==> src/rtl/rt_pkg.sv <==
package rt_pkg;
  localparam int CFG_W      = 10;
  localparam int B_EN       = 0;
  localparam int B_TRIG     = 1;
  localparam int B_MODE     = 2;
  localparam int B_LVL      = 3;
  localparam int B_IRQEN    = 4;
  localparam int B_FLAG     = 5;
  localparam int B_SRC_LO   = 6;
  localparam int B_EDGE_LO  = 8;

  typedef enum logic [1:0] {
    SRC_DIV_A = 2'd0,
    SRC_DIV_B = 2'd1,
    SRC_DIV_C = 2'd2,
    SRC_EVENT = 2'd3
  } tick_src_e;

  typedef struct packed {
    logic load;      // copy reload value into counter
    logic dec;       // decrement counter
    logic wrReload;  // write reload register
  } rt_strobe_t;
endpackage

==> src/rtl/rt_tick_gen.sv <==
module rt_tick_gen
  import rt_pkg::*;
#(
  parameter int DIV_A_LOG   = 1,
  parameter int DIV_B_LOG   = 3,
  parameter int DIV_C_LOG   = 5,
  parameter int SYNC_STAGES = 2
) (
  input  logic      clk,
  input  logic      rstN,
  input  logic      clrPre,
  input  tick_src_e src,
  input  logic [1:0] edgeSel,
  input  logic      eventIn,
  output logic      tick
);
  localparam int PRE_W = DIV_C_LOG;
  localparam logic [PRE_W-1:0] MASK_A = PRE_W'((1 << DIV_A_LOG) - 1);
  localparam logic [PRE_W-1:0] MASK_B = PRE_W'((1 << DIV_B_LOG) - 1);
  localparam logic [PRE_W-1:0] MASK_C = PRE_W'((1 << DIV_C_LOG) - 1);

  logic [PRE_W-1:0] pre;
  logic [SYNC_STAGES-1:0] syncQ;
  logic evSync, evPrev, evRise, evFall, evTick;
  logic [PRE_W-1:0] selMask;

  always_ff @(posedge clk) begin
    if (!rstN)       pre <= '0;
    else if (clrPre) pre <= '0;
    else             pre <= pre + 1'b1;
  end

  generate
    if (SYNC_STAGES == 1) begin : g_sync1
      always_ff @(posedge clk) begin
        if (!rstN) syncQ <= '0;
        else       syncQ <= eventIn;
      end
    end else begin : g_syncN
      always_ff @(posedge clk) begin
        if (!rstN) syncQ <= '0;
        else       syncQ <= {syncQ[SYNC_STAGES-2:0], eventIn};
      end
    end
  endgenerate

  assign evSync = syncQ[SYNC_STAGES-1];

  always_ff @(posedge clk) begin
    if (!rstN) evPrev <= 1'b0;
    else       evPrev <= evSync;
  end

  assign evRise = evSync & ~evPrev;
  assign evFall = ~evSync & evPrev;
  assign evTick = (edgeSel[0] & evRise) | (edgeSel[1] & evFall);

  always_comb begin
    unique case (src)
      SRC_DIV_A: selMask = MASK_A;
      SRC_DIV_B: selMask = MASK_B;
      default:   selMask = MASK_C;
    endcase
  end

  assign tick = (src == SRC_EVENT) ? evTick : ((pre & selMask) == selMask);
endmodule

==> src/rtl/rt_datapath.sv <==
module rt_datapath
  import rt_pkg::*;
#(
  parameter int CNT_W = 16
) (
  input  logic             clk,
  input  logic             rstN,
  input  rt_strobe_t       strb,
  input  logic [CNT_W-1:0] wrData,
  output logic [CNT_W-1:0] count,
  output logic [CNT_W-1:0] reloadVal,
  output logic             isZero
);
  always_ff @(posedge clk) begin
    if (!rstN)              reloadVal <= '0;
    else if (strb.wrReload) reloadVal <= wrData;
  end

  always_ff @(posedge clk) begin
    if (!rstN)         count <= '0;
    else if (strb.load) count <= reloadVal;
    else if (strb.dec)  count <= count - 1'b1;
  end

  assign isZero = (count == '0);
endmodule

==> src/rtl/rt_ctrl.sv <==
module rt_ctrl
  import rt_pkg::*;
(
  input  logic             clk,
  input  logic             rstN,
  input  logic             wrEn,
  input  logic             wrSel,
  input  logic [CFG_W-1:0] cfgData,
  input  logic             trigIn,
  input  logic             tick,
  input  logic             isZero,
  output rt_strobe_t       strb,
  output logic             underflow,
  output logic             startReq,
  output logic             clrPre,
  output tick_src_e        src,
  output logic [1:0]       edgeSel,
  output logic             cfgEn,
  output logic             cfgMode,
  output logic             running,
  output logic             irqFlag,
  output logic             irq,
  output logic             timerOut
);
  logic ctrlWr, enNext, active, toggleQ;
  logic outLvl, irqEn;

  assign ctrlWr = wrEn & ~wrSel;

  always_ff @(posedge clk) begin
    if (!rstN) begin
      cfgEn   <= 1'b0;
      cfgMode <= 1'b0;
      outLvl  <= 1'b0;
      irqEn   <= 1'b0;
      src     <= SRC_DIV_A;
      edgeSel <= 2'b00;
    end else if (ctrlWr) begin
      cfgEn   <= cfgData[B_EN];
      cfgMode <= cfgData[B_MODE];
      outLvl  <= cfgData[B_LVL];
      irqEn   <= cfgData[B_IRQEN];
      src     <= tick_src_e'(cfgData[B_SRC_LO +: 2]);
      edgeSel <= cfgData[B_EDGE_LO +: 2];
    end
  end

  assign enNext    = ctrlWr ? cfgData[B_EN] : cfgEn;
  assign startReq  = (ctrlWr & cfgData[B_TRIG] & cfgData[B_EN]) | (trigIn & cfgEn);
  assign active    = running & cfgEn;
  assign underflow = active & tick & isZero & ~startReq;
  assign clrPre    = startReq;

  always_comb begin
    strb          = '0;
    strb.wrReload = wrEn & wrSel;
    strb.load     = startReq | (underflow & cfgMode);
    strb.dec      = active & tick & ~startReq & ~(underflow & cfgMode);
  end

  always_ff @(posedge clk) begin
    if (!rstN)                       running <= 1'b0;
    else if (startReq)               running <= 1'b1;
    else if (!enNext)                running <= 1'b0;
    else if (underflow && !cfgMode)  running <= 1'b0;
  end

  always_ff @(posedge clk) begin
    if (!rstN)                      toggleQ <= 1'b0;
    else if (startReq)              toggleQ <= 1'b0;
    else if (underflow && cfgMode)  toggleQ <= ~toggleQ;
  end

  always_ff @(posedge clk) begin
    if (!rstN)                          irqFlag <= 1'b0;
    else if (underflow)                 irqFlag <= 1'b1;
    else if (ctrlWr && !cfgData[B_FLAG]) irqFlag <= 1'b0;
  end

  assign irq      = irqFlag & irqEn;
  assign timerOut = (cfgMode ? toggleQ : running) ^ outLvl;
endmodule

==> src/rtl/reload_timer.sv <==
module reload_timer
  import rt_pkg::*;
#(
  parameter int CNT_W       = 16,
  parameter int DIV_A_LOG   = 1,
  parameter int DIV_B_LOG   = 3,
  parameter int DIV_C_LOG   = 5,
  parameter int SYNC_STAGES = 2
) (
  input  logic             clk,
  input  logic             rstN,
  input  logic             wrEn,
  input  logic             wrSel,
  input  logic [CNT_W-1:0] wrData,
  input  logic             trigIn,
  input  logic             eventIn,
  output logic [CNT_W-1:0] count,
  output logic             running,
  output logic             irqFlag,
  output logic             irq,
  output logic             timerOut
);
  rt_strobe_t       strb;
  logic             underflow, startReq, clrPre, tick, isZero;
  logic             cfgEn, cfgMode;
  tick_src_e        src;
  logic [1:0]       edgeSel;
  logic [CNT_W-1:0] reloadVal;

  rt_ctrl i_ctrl (
    .clk(clk), .rstN(rstN), .wrEn(wrEn), .wrSel(wrSel),
    .cfgData(wrData[CFG_W-1:0]), .trigIn(trigIn), .tick(tick), .isZero(isZero),
    .strb(strb), .underflow(underflow), .startReq(startReq), .clrPre(clrPre),
    .src(src), .edgeSel(edgeSel), .cfgEn(cfgEn), .cfgMode(cfgMode),
    .running(running), .irqFlag(irqFlag), .irq(irq), .timerOut(timerOut)
  );

  rt_tick_gen #(
    .DIV_A_LOG(DIV_A_LOG), .DIV_B_LOG(DIV_B_LOG),
    .DIV_C_LOG(DIV_C_LOG), .SYNC_STAGES(SYNC_STAGES)
  ) i_tick (
    .clk(clk), .rstN(rstN), .clrPre(clrPre), .src(src),
    .edgeSel(edgeSel), .eventIn(eventIn), .tick(tick)
  );

  rt_datapath #(.CNT_W(CNT_W)) i_dp (
    .clk(clk), .rstN(rstN), .strb(strb), .wrData(wrData),
    .count(count), .reloadVal(reloadVal), .isZero(isZero)
  );
endmodule

==> config.mk <==
export PLATFORM = sky130hd
export DESIGN_NAME = reload_timer
export DESIGN_NICKNAME = d
export VERILOG_FILES = /design/src/rtl/rt_pkg.sv /design/src/rtl/rt_tick_gen.sv /design/src/rtl/rt_datapath.sv /design/src/rtl/rt_ctrl.sv /design/src/rtl/reload_timer.sv
export SDC_FILE = /design/constraint.sdc
export NUM_CORES = 1
export LEC_CHECK = 0
export ABC_AREA = 1
export BUFFER_PORTS_ARGS = -buffer_cell sky130_fd_sc_hd__buf_4
export CAP_MARGIN = 30
export CORE_ASPECT_RATIO = 0.75
export CORE_MARGIN = 5
export CORE_UTILIZATION = 56
export CTS_CLUSTER_DIAMETER = 100
export DETAILED_ROUTE_END_ITERATION = 10
export PLACE_DENSITY = 0.76
export SYNTH_ARGS = -nofsm -noshare
export SYNTH_HDL_FRONTEND = slang
export SYNTH_SLANG_ARGS = --single-unit
==> constraint.sdc <==
create_clock -name clk -period 2.15 [get_ports clk]
set_clock_uncertainty 0.2 [all_clocks]
set_input_delay 0.1075 -clock clk [delete_from_list [all_inputs] [get_ports clk]]
set_output_delay 0.1075 -clock clk [all_outputs]
set_load 0.02 [all_outputs]
# Yosys cells after proc, flatten, opt, wreduce, memory -nomap -nowiden
# Index checks and enable logic that the tools add are counted.
# W data, S select, Z words.
[totals]
register_bits = 51
output_inout_bits = 20
[classes]
addsub = 2
eq_ne = 4
mux = 11
n_bitwise = 29
n_reduce_logical = 10
[op_table]
columns = ["cell", "n"]
rows = [
  ["$mux W16", 2],
  ["$and A1 B1 Y1", 17],
  ["$logic_not A16 Y1", 1],
  ["$sub A16 B1 Y16 const B", 1],
  ["$pmux W5 S2", 1],
  ["$mux W1", 8],
  ["$not A1 Y1", 7],
  ["$add A5 B1 Y5 const B", 1],
  ["$and A5 B5 Y5", 1],
  ["$eq A5 B5 Y1", 1],
  ["$reduce_bool A2 Y1", 2],
  ["$logic_and A1 B1 Y1", 3],
  ["$ne A3 B2 Y1 const B", 1],
  ["$or A1 B1 Y1", 3],
  ["$eq A2 B1 Y1 const B", 1],
  ["$eq A2 B2 Y1 const B", 1],
  ["$logic_not A1 Y1", 2],
  ["$logic_not A2 Y1", 1],
  ["$reduce_or A2 Y1", 1],
  ["$xor A1 B1 Y1", 1],
]

# Depth between registers and ports, before layout
[logic_depth]
word_depth = 13
depth_mapped = 13

# Modules after synthesis
# From an unflattened synthesis, not the netlist that was laid out.
[unflattened]
hier_cells = 372
hier_area_um2 = 2527.4
[by_module_without_submodules]
columns = ["mod", "n_inst", "cells_each", "area_each_um2", "seq_area_each_um2"]
rows = [
  ["rt_datapath", 1, 242, 1627.8, 640.6],
  ["rt_ctrl", 1, 79, 539.3, 220.2],
  ["rt_tick_gen", 1, 51, 360.3, 160.2],
]

# Least setup slack after synthesis
# No wires, ideal clock.
[synth_timing]
path_kind = "register -> register"
start = "reg i_dp.count[4]"
end = "reg i_dp.count[14]"
t_arrival_ns = 1.550
setup_slack_ns = 0.272
stages_incl_launch_ff = 12
synth_period_minus_slack_ns = 1.878
path_cell_list = "dfxtp_1 nor2_2 nand2_1 nor2_2 nand2_2 nor2_4 nand4_4 nand3_2 buf_4 nor2_1 nor2_1 nor2_1"
[synth_between]
elab_chain_len = 7
elab_cells_between_ends = 11
[synth_lines]
columns = ["element", "line", "rtl"]
rows = [
  ["start: declaration", "rt_datapath.sv:10", "output logic [CNT_W-1:0] count,"],
  ["start signal: assignment", "rt_datapath.sv:21", "else if (strb.load) count <= reloadVal;"],
  ["start signal: assignment", "rt_datapath.sv:22", "else if (strb.dec) count <= count - 1'b1;"],
  ["branches (longest 7 deep; another with $sub A16 B1 Y16)", "--", ""],
]
# Parallel ways; which one is timed is not known. The select of a mux whose other input is x is not followed.
# A chain may end at the register's enable or synchronous reset.

# Final worst setup path
[layout_timing]
start = "reg i_dp.count[11]"
end = "reg i_dp.count[7]"
[layout_between]
elab_chain_len = 7
elab_cells_between_ends = 9
[layout_lines]
columns = ["element", "line", "rtl"]
rows = [
  ["$logic_not A16 Y1 (*)", "rt_datapath.sv:25", "assign isZero = (count == '0);"],
  ["$and A1 B1 Y1 (*) (2 in a row)", "rt_ctrl.sv:51", "assign underflow = active & tick & isZero & ~startReq;"],
  ["$and A1 B1 Y1 (*)", "rt_ctrl.sv:57, rt_ctrl.sv:58", ""],
  ["$not A1 Y1", "rt_ctrl.sv:58", "strb.dec = active & tick & ~startReq & ~(underflow & cfgMode);"],
  ["$and A1 B1 Y1", "rt_ctrl.sv:58", ""],
  ["$reduce_bool A2 Y1 (no source line)", "--", ""],
]
# Mark *: on every way between the ends. The rest lies on a longest branch, timed or not.

==> flow_summary.yaml <==
status:
  status: "complete, no violations"
yosys:
  yosys.area_share.simple_pct: 41.0
  synth_top_family_by_area: "simple AND/OR/NAND/NOR gates"
  synth_seq_cells: 51
  synth-xor-area-share_pct: 3.35
  syn_area_per_cell_um2: 6.32
  synthMuxAreaShare_pct: 0
  ys_types: 25
  synth-compound-area-share_pct: 6.51
  yosys.area_share.adder_pct: 1.44
  postSynthCellCount: 414
  synthesis.area_um2: 2620
  yosysSeqAreaShare_pct: 39.0
  syn_nets: 439
  ys.warnings.count: 0
power:
  leakage_nw: 1.72
  peakVddDrop_uv: 495
  clkPwrFrac_pct: 29.3
  swShare_pct: 28.9
  combPwrFrac_pct: 19.6
  seqPwrFrac_pct: 51.1
  switching_power_mw: 0.578
  power_density_nw_per_um2: 596
  internal_power_mw: 1.42
cells_and_area:
  final_cell_mix: "nor2_1 (133), nand2_1 (88), dfxtp_1 (51)"
  drive_above_1_share_pct: 13.6
  finish.instance_area_um2: 3350
  stdcell_count: 541
  fin_nets: 508
  syn2layout_area_growth_pct: 28.3
  fillers: 384
  diodes: 0
  layout_commonest_cell: "nor2_1"
sta:
  final-setup-viol-count: 0
  holdWs_ps: 116
  setup_slack_ps: 168
  fmax_ghz: 0.504
  setup_tns_ps: 0
  slew_headroom_pct: 60.4
  hold_viol_final: 0
  rsz0062_at_grt: "false"
  worstMarginPinSlew_ps: 590
  final_max_slew_viol_count: 0
  min_period_ps: 1980
  fin_crit_sh_pct: 92.2
grt:
  grt_max_degree: 31
  first_global_vias: 2404
  grt_util_all_layers_pct: 22.3
  grt_first_pass_wirelength_mm: 11.1
  grt_overflow: 0
  grt_antenna_before_repair: 0
clock_tree:
  clk_path_buf_depth: 2
  clkTransAtPathRegs_ps: 100
  cts.htree.levels: 2
  clock_sinks: 51
  clock_latency_ps: 300
  cts_tree: "yes"
  root_buffer: "clkbuf_8"
  cts_made_buffers: 5
route:
  routed_wire_length_per_instance_um: 12.1
  vias_per_cell: 5.06
  drtPass1Iterations: 5
  drt_first_iter_violations: 165
  drc: 0
  vias: 2736
  routed_wl_mm: 6.57
  antenna_left: 0
placed_design:
  numPlacedInstances: 508
  port_buffers: 41
  post-dp-hpwl_mm: 4.87
  placed_cell_area_um2: 3000
  dp_worst_setup_slack_ps: 144
  gp_congestion: 0.957
die:
  die_height_um: 69.2
  dieArea_um2: 6150
  rows: 21
  core_area_um2: 4490
  start_util_pct: 58.2
  num_io_pins: 42
  die_w_um: 88.9
setup_path:
  crit_top_cell: "nor2_1"
  slowest_delay_ps: 360
  crit_type: "reg -> reg"
  cp_max_fo: 14
  crit_chain: "nor2_1, nand2_1, nor2_2, nand2_2, nor2_4, nand4_4, nand3_2, buf_12, nor2_1, nor2_1, nor2_1"
  critPathTopFamily: "simple AND/OR/NAND/NOR gates"
  start_kind: "register"
  crit_slowest_cell: "dfxtp_1"
  endpoint_kind: "register"
  required_ps: 2130
  critPathArrivalTime_ps: 1960
  critPathBufInv: 1
run:
  cap_violations: 0
min_path:
  hp-class: "in -> reg"
==> state kept, by name, indices dropped and copies added (netlist names) <==
register	count
i_ctrl.cfgEn	1
i_ctrl.cfgMode	1
i_ctrl.edgeSel	2
i_ctrl.irqEn	1
i_ctrl.irqFlag	1
i_ctrl.outLvl	1
i_ctrl.running	1
i_ctrl.src	2
i_ctrl.toggleQ	1
i_dp.count	16
i_dp.reloadVal	16
i_tick.evPrev	1
i_tick.pre	5
i_tick.syncQ	2
==> power groups by stage <==
stage | clock, mW | sequential (mW) | combinational [mW]
detailed placement | 0 | 1.04 | 0.348
global route | 0.649 | 1.03 | 0.445
floorplan | 0 | 1.05 | 0.236
global placement | 0 | 1.04 | 0.346
finish | 0.585 | 1.02 | 0.392
CTS | 0.593 | 1.02 | 0.386
==> stage by stage <==
stage / total power [mW] / utilization [%]
after floorplan: 1.28 / -
after global placement: 1.39 / 66.9
after detailed placement: 1.39 / 66.9
after CTS: 2.00 / 74.3
after global routing: 2.12 / 74.7
final: 2.00 / 74.7
==> layout make-up <==
class / count / area, µm² / share of cell area, %
Multi-Input combinational cell: 306 / 1370 / 41.0
Sequential cell: 51 / 1020 / 30.4
Timing Repair Buffer: 73 / 621 / 18.5
Inverter: 46 / 173 / 5.15
Clock buffer: 7 / 86.3 / 2.57
Tap cell: 57 / 71.3 / 2.13
Clock inverter: 1 / 8.76 / 0.261
==> timing repair <==
action / CTS / global route
resized for setup: 0 / 2
endpoints found under the setup margin: 0 / 10
hold endpoints to repair: 29 / 0
setup buffers: 0 / 1
hold buffers: 24 / 0
==> Yosys cell counts (all sizes together) <==
library cell | instances | area, µm²
o21ai | 26 | 130
dfxtp | 51 | 1020
nor2 | 138 | 533
buf | 4 | 28.8
nor3b | 1 | 7.51
nand3 | 25 | 130
nand4 | 5 | 46.3
inv | 44 | 165
clkbuf | 7 | 26.3
o21bai | 1 | 7.51
xor2 | 8 | 70.1
a21oi | 5 | 25.0
nand2 | 91 | 354
o211ai | 1 | 7.51
ha | 3 | 37.5
xnor2 | 2 | 17.5
clkinv | 2 | 7.51
==> final timing paths <==
| check | startpoint | depth (start not counted) | slack [ps] | endpoint |
|---|---|---|---|---|
| setup / recovery | i_dp.count[11]$_SDFFE_PN0P_ | 11 | 170 | i_dp.count[7]$_SDFFE_PN0P_ |
| hold / removal | wrSel | 4 | 120 | i_ctrl.cfgMode$_SDFFE_PN0P_ |
| setup reg to reg | i_dp.count[11]$_SDFFE_PN0P_ | 11 | 170 | i_dp.count[7]$_SDFFE_PN0P_ |
| hold reg to reg | i_tick.syncQ[0]$_SDFF_PN0_ | 2 | 220 | i_tick.syncQ[1]$_SDFF_PN0_ |
==> logic make-up after synthesis <==
kind of cell | Yosys count
compound gates | 33
xor+xnor | 10
fa+ha+maj | 3
buf+inv | 57
flops | 51
simple gates | 260
==> worst register-to-register path: stages (launching register included) <==
cell and delay [ps]:
dfxtp_1 360, nor2_1 170, nand2_1 90, nor2_2 170, nand2_2 80, nor2_4 120
nand4_4 140, nand3_2 120, buf_12 150, nor2_1 60, nor2_1 140, nor2_1 50
==> metal layers <==
layer	vias to the layer above	track usage (%)	part of all wire (%)
met5	-	0	0
met4	0	5.03	0.73
met3	5	4.04	6.7
met2	89	32.0	44
met1	1239	34.4	48
li1	1403	-	-
Power figures use the tool's default switching activity.
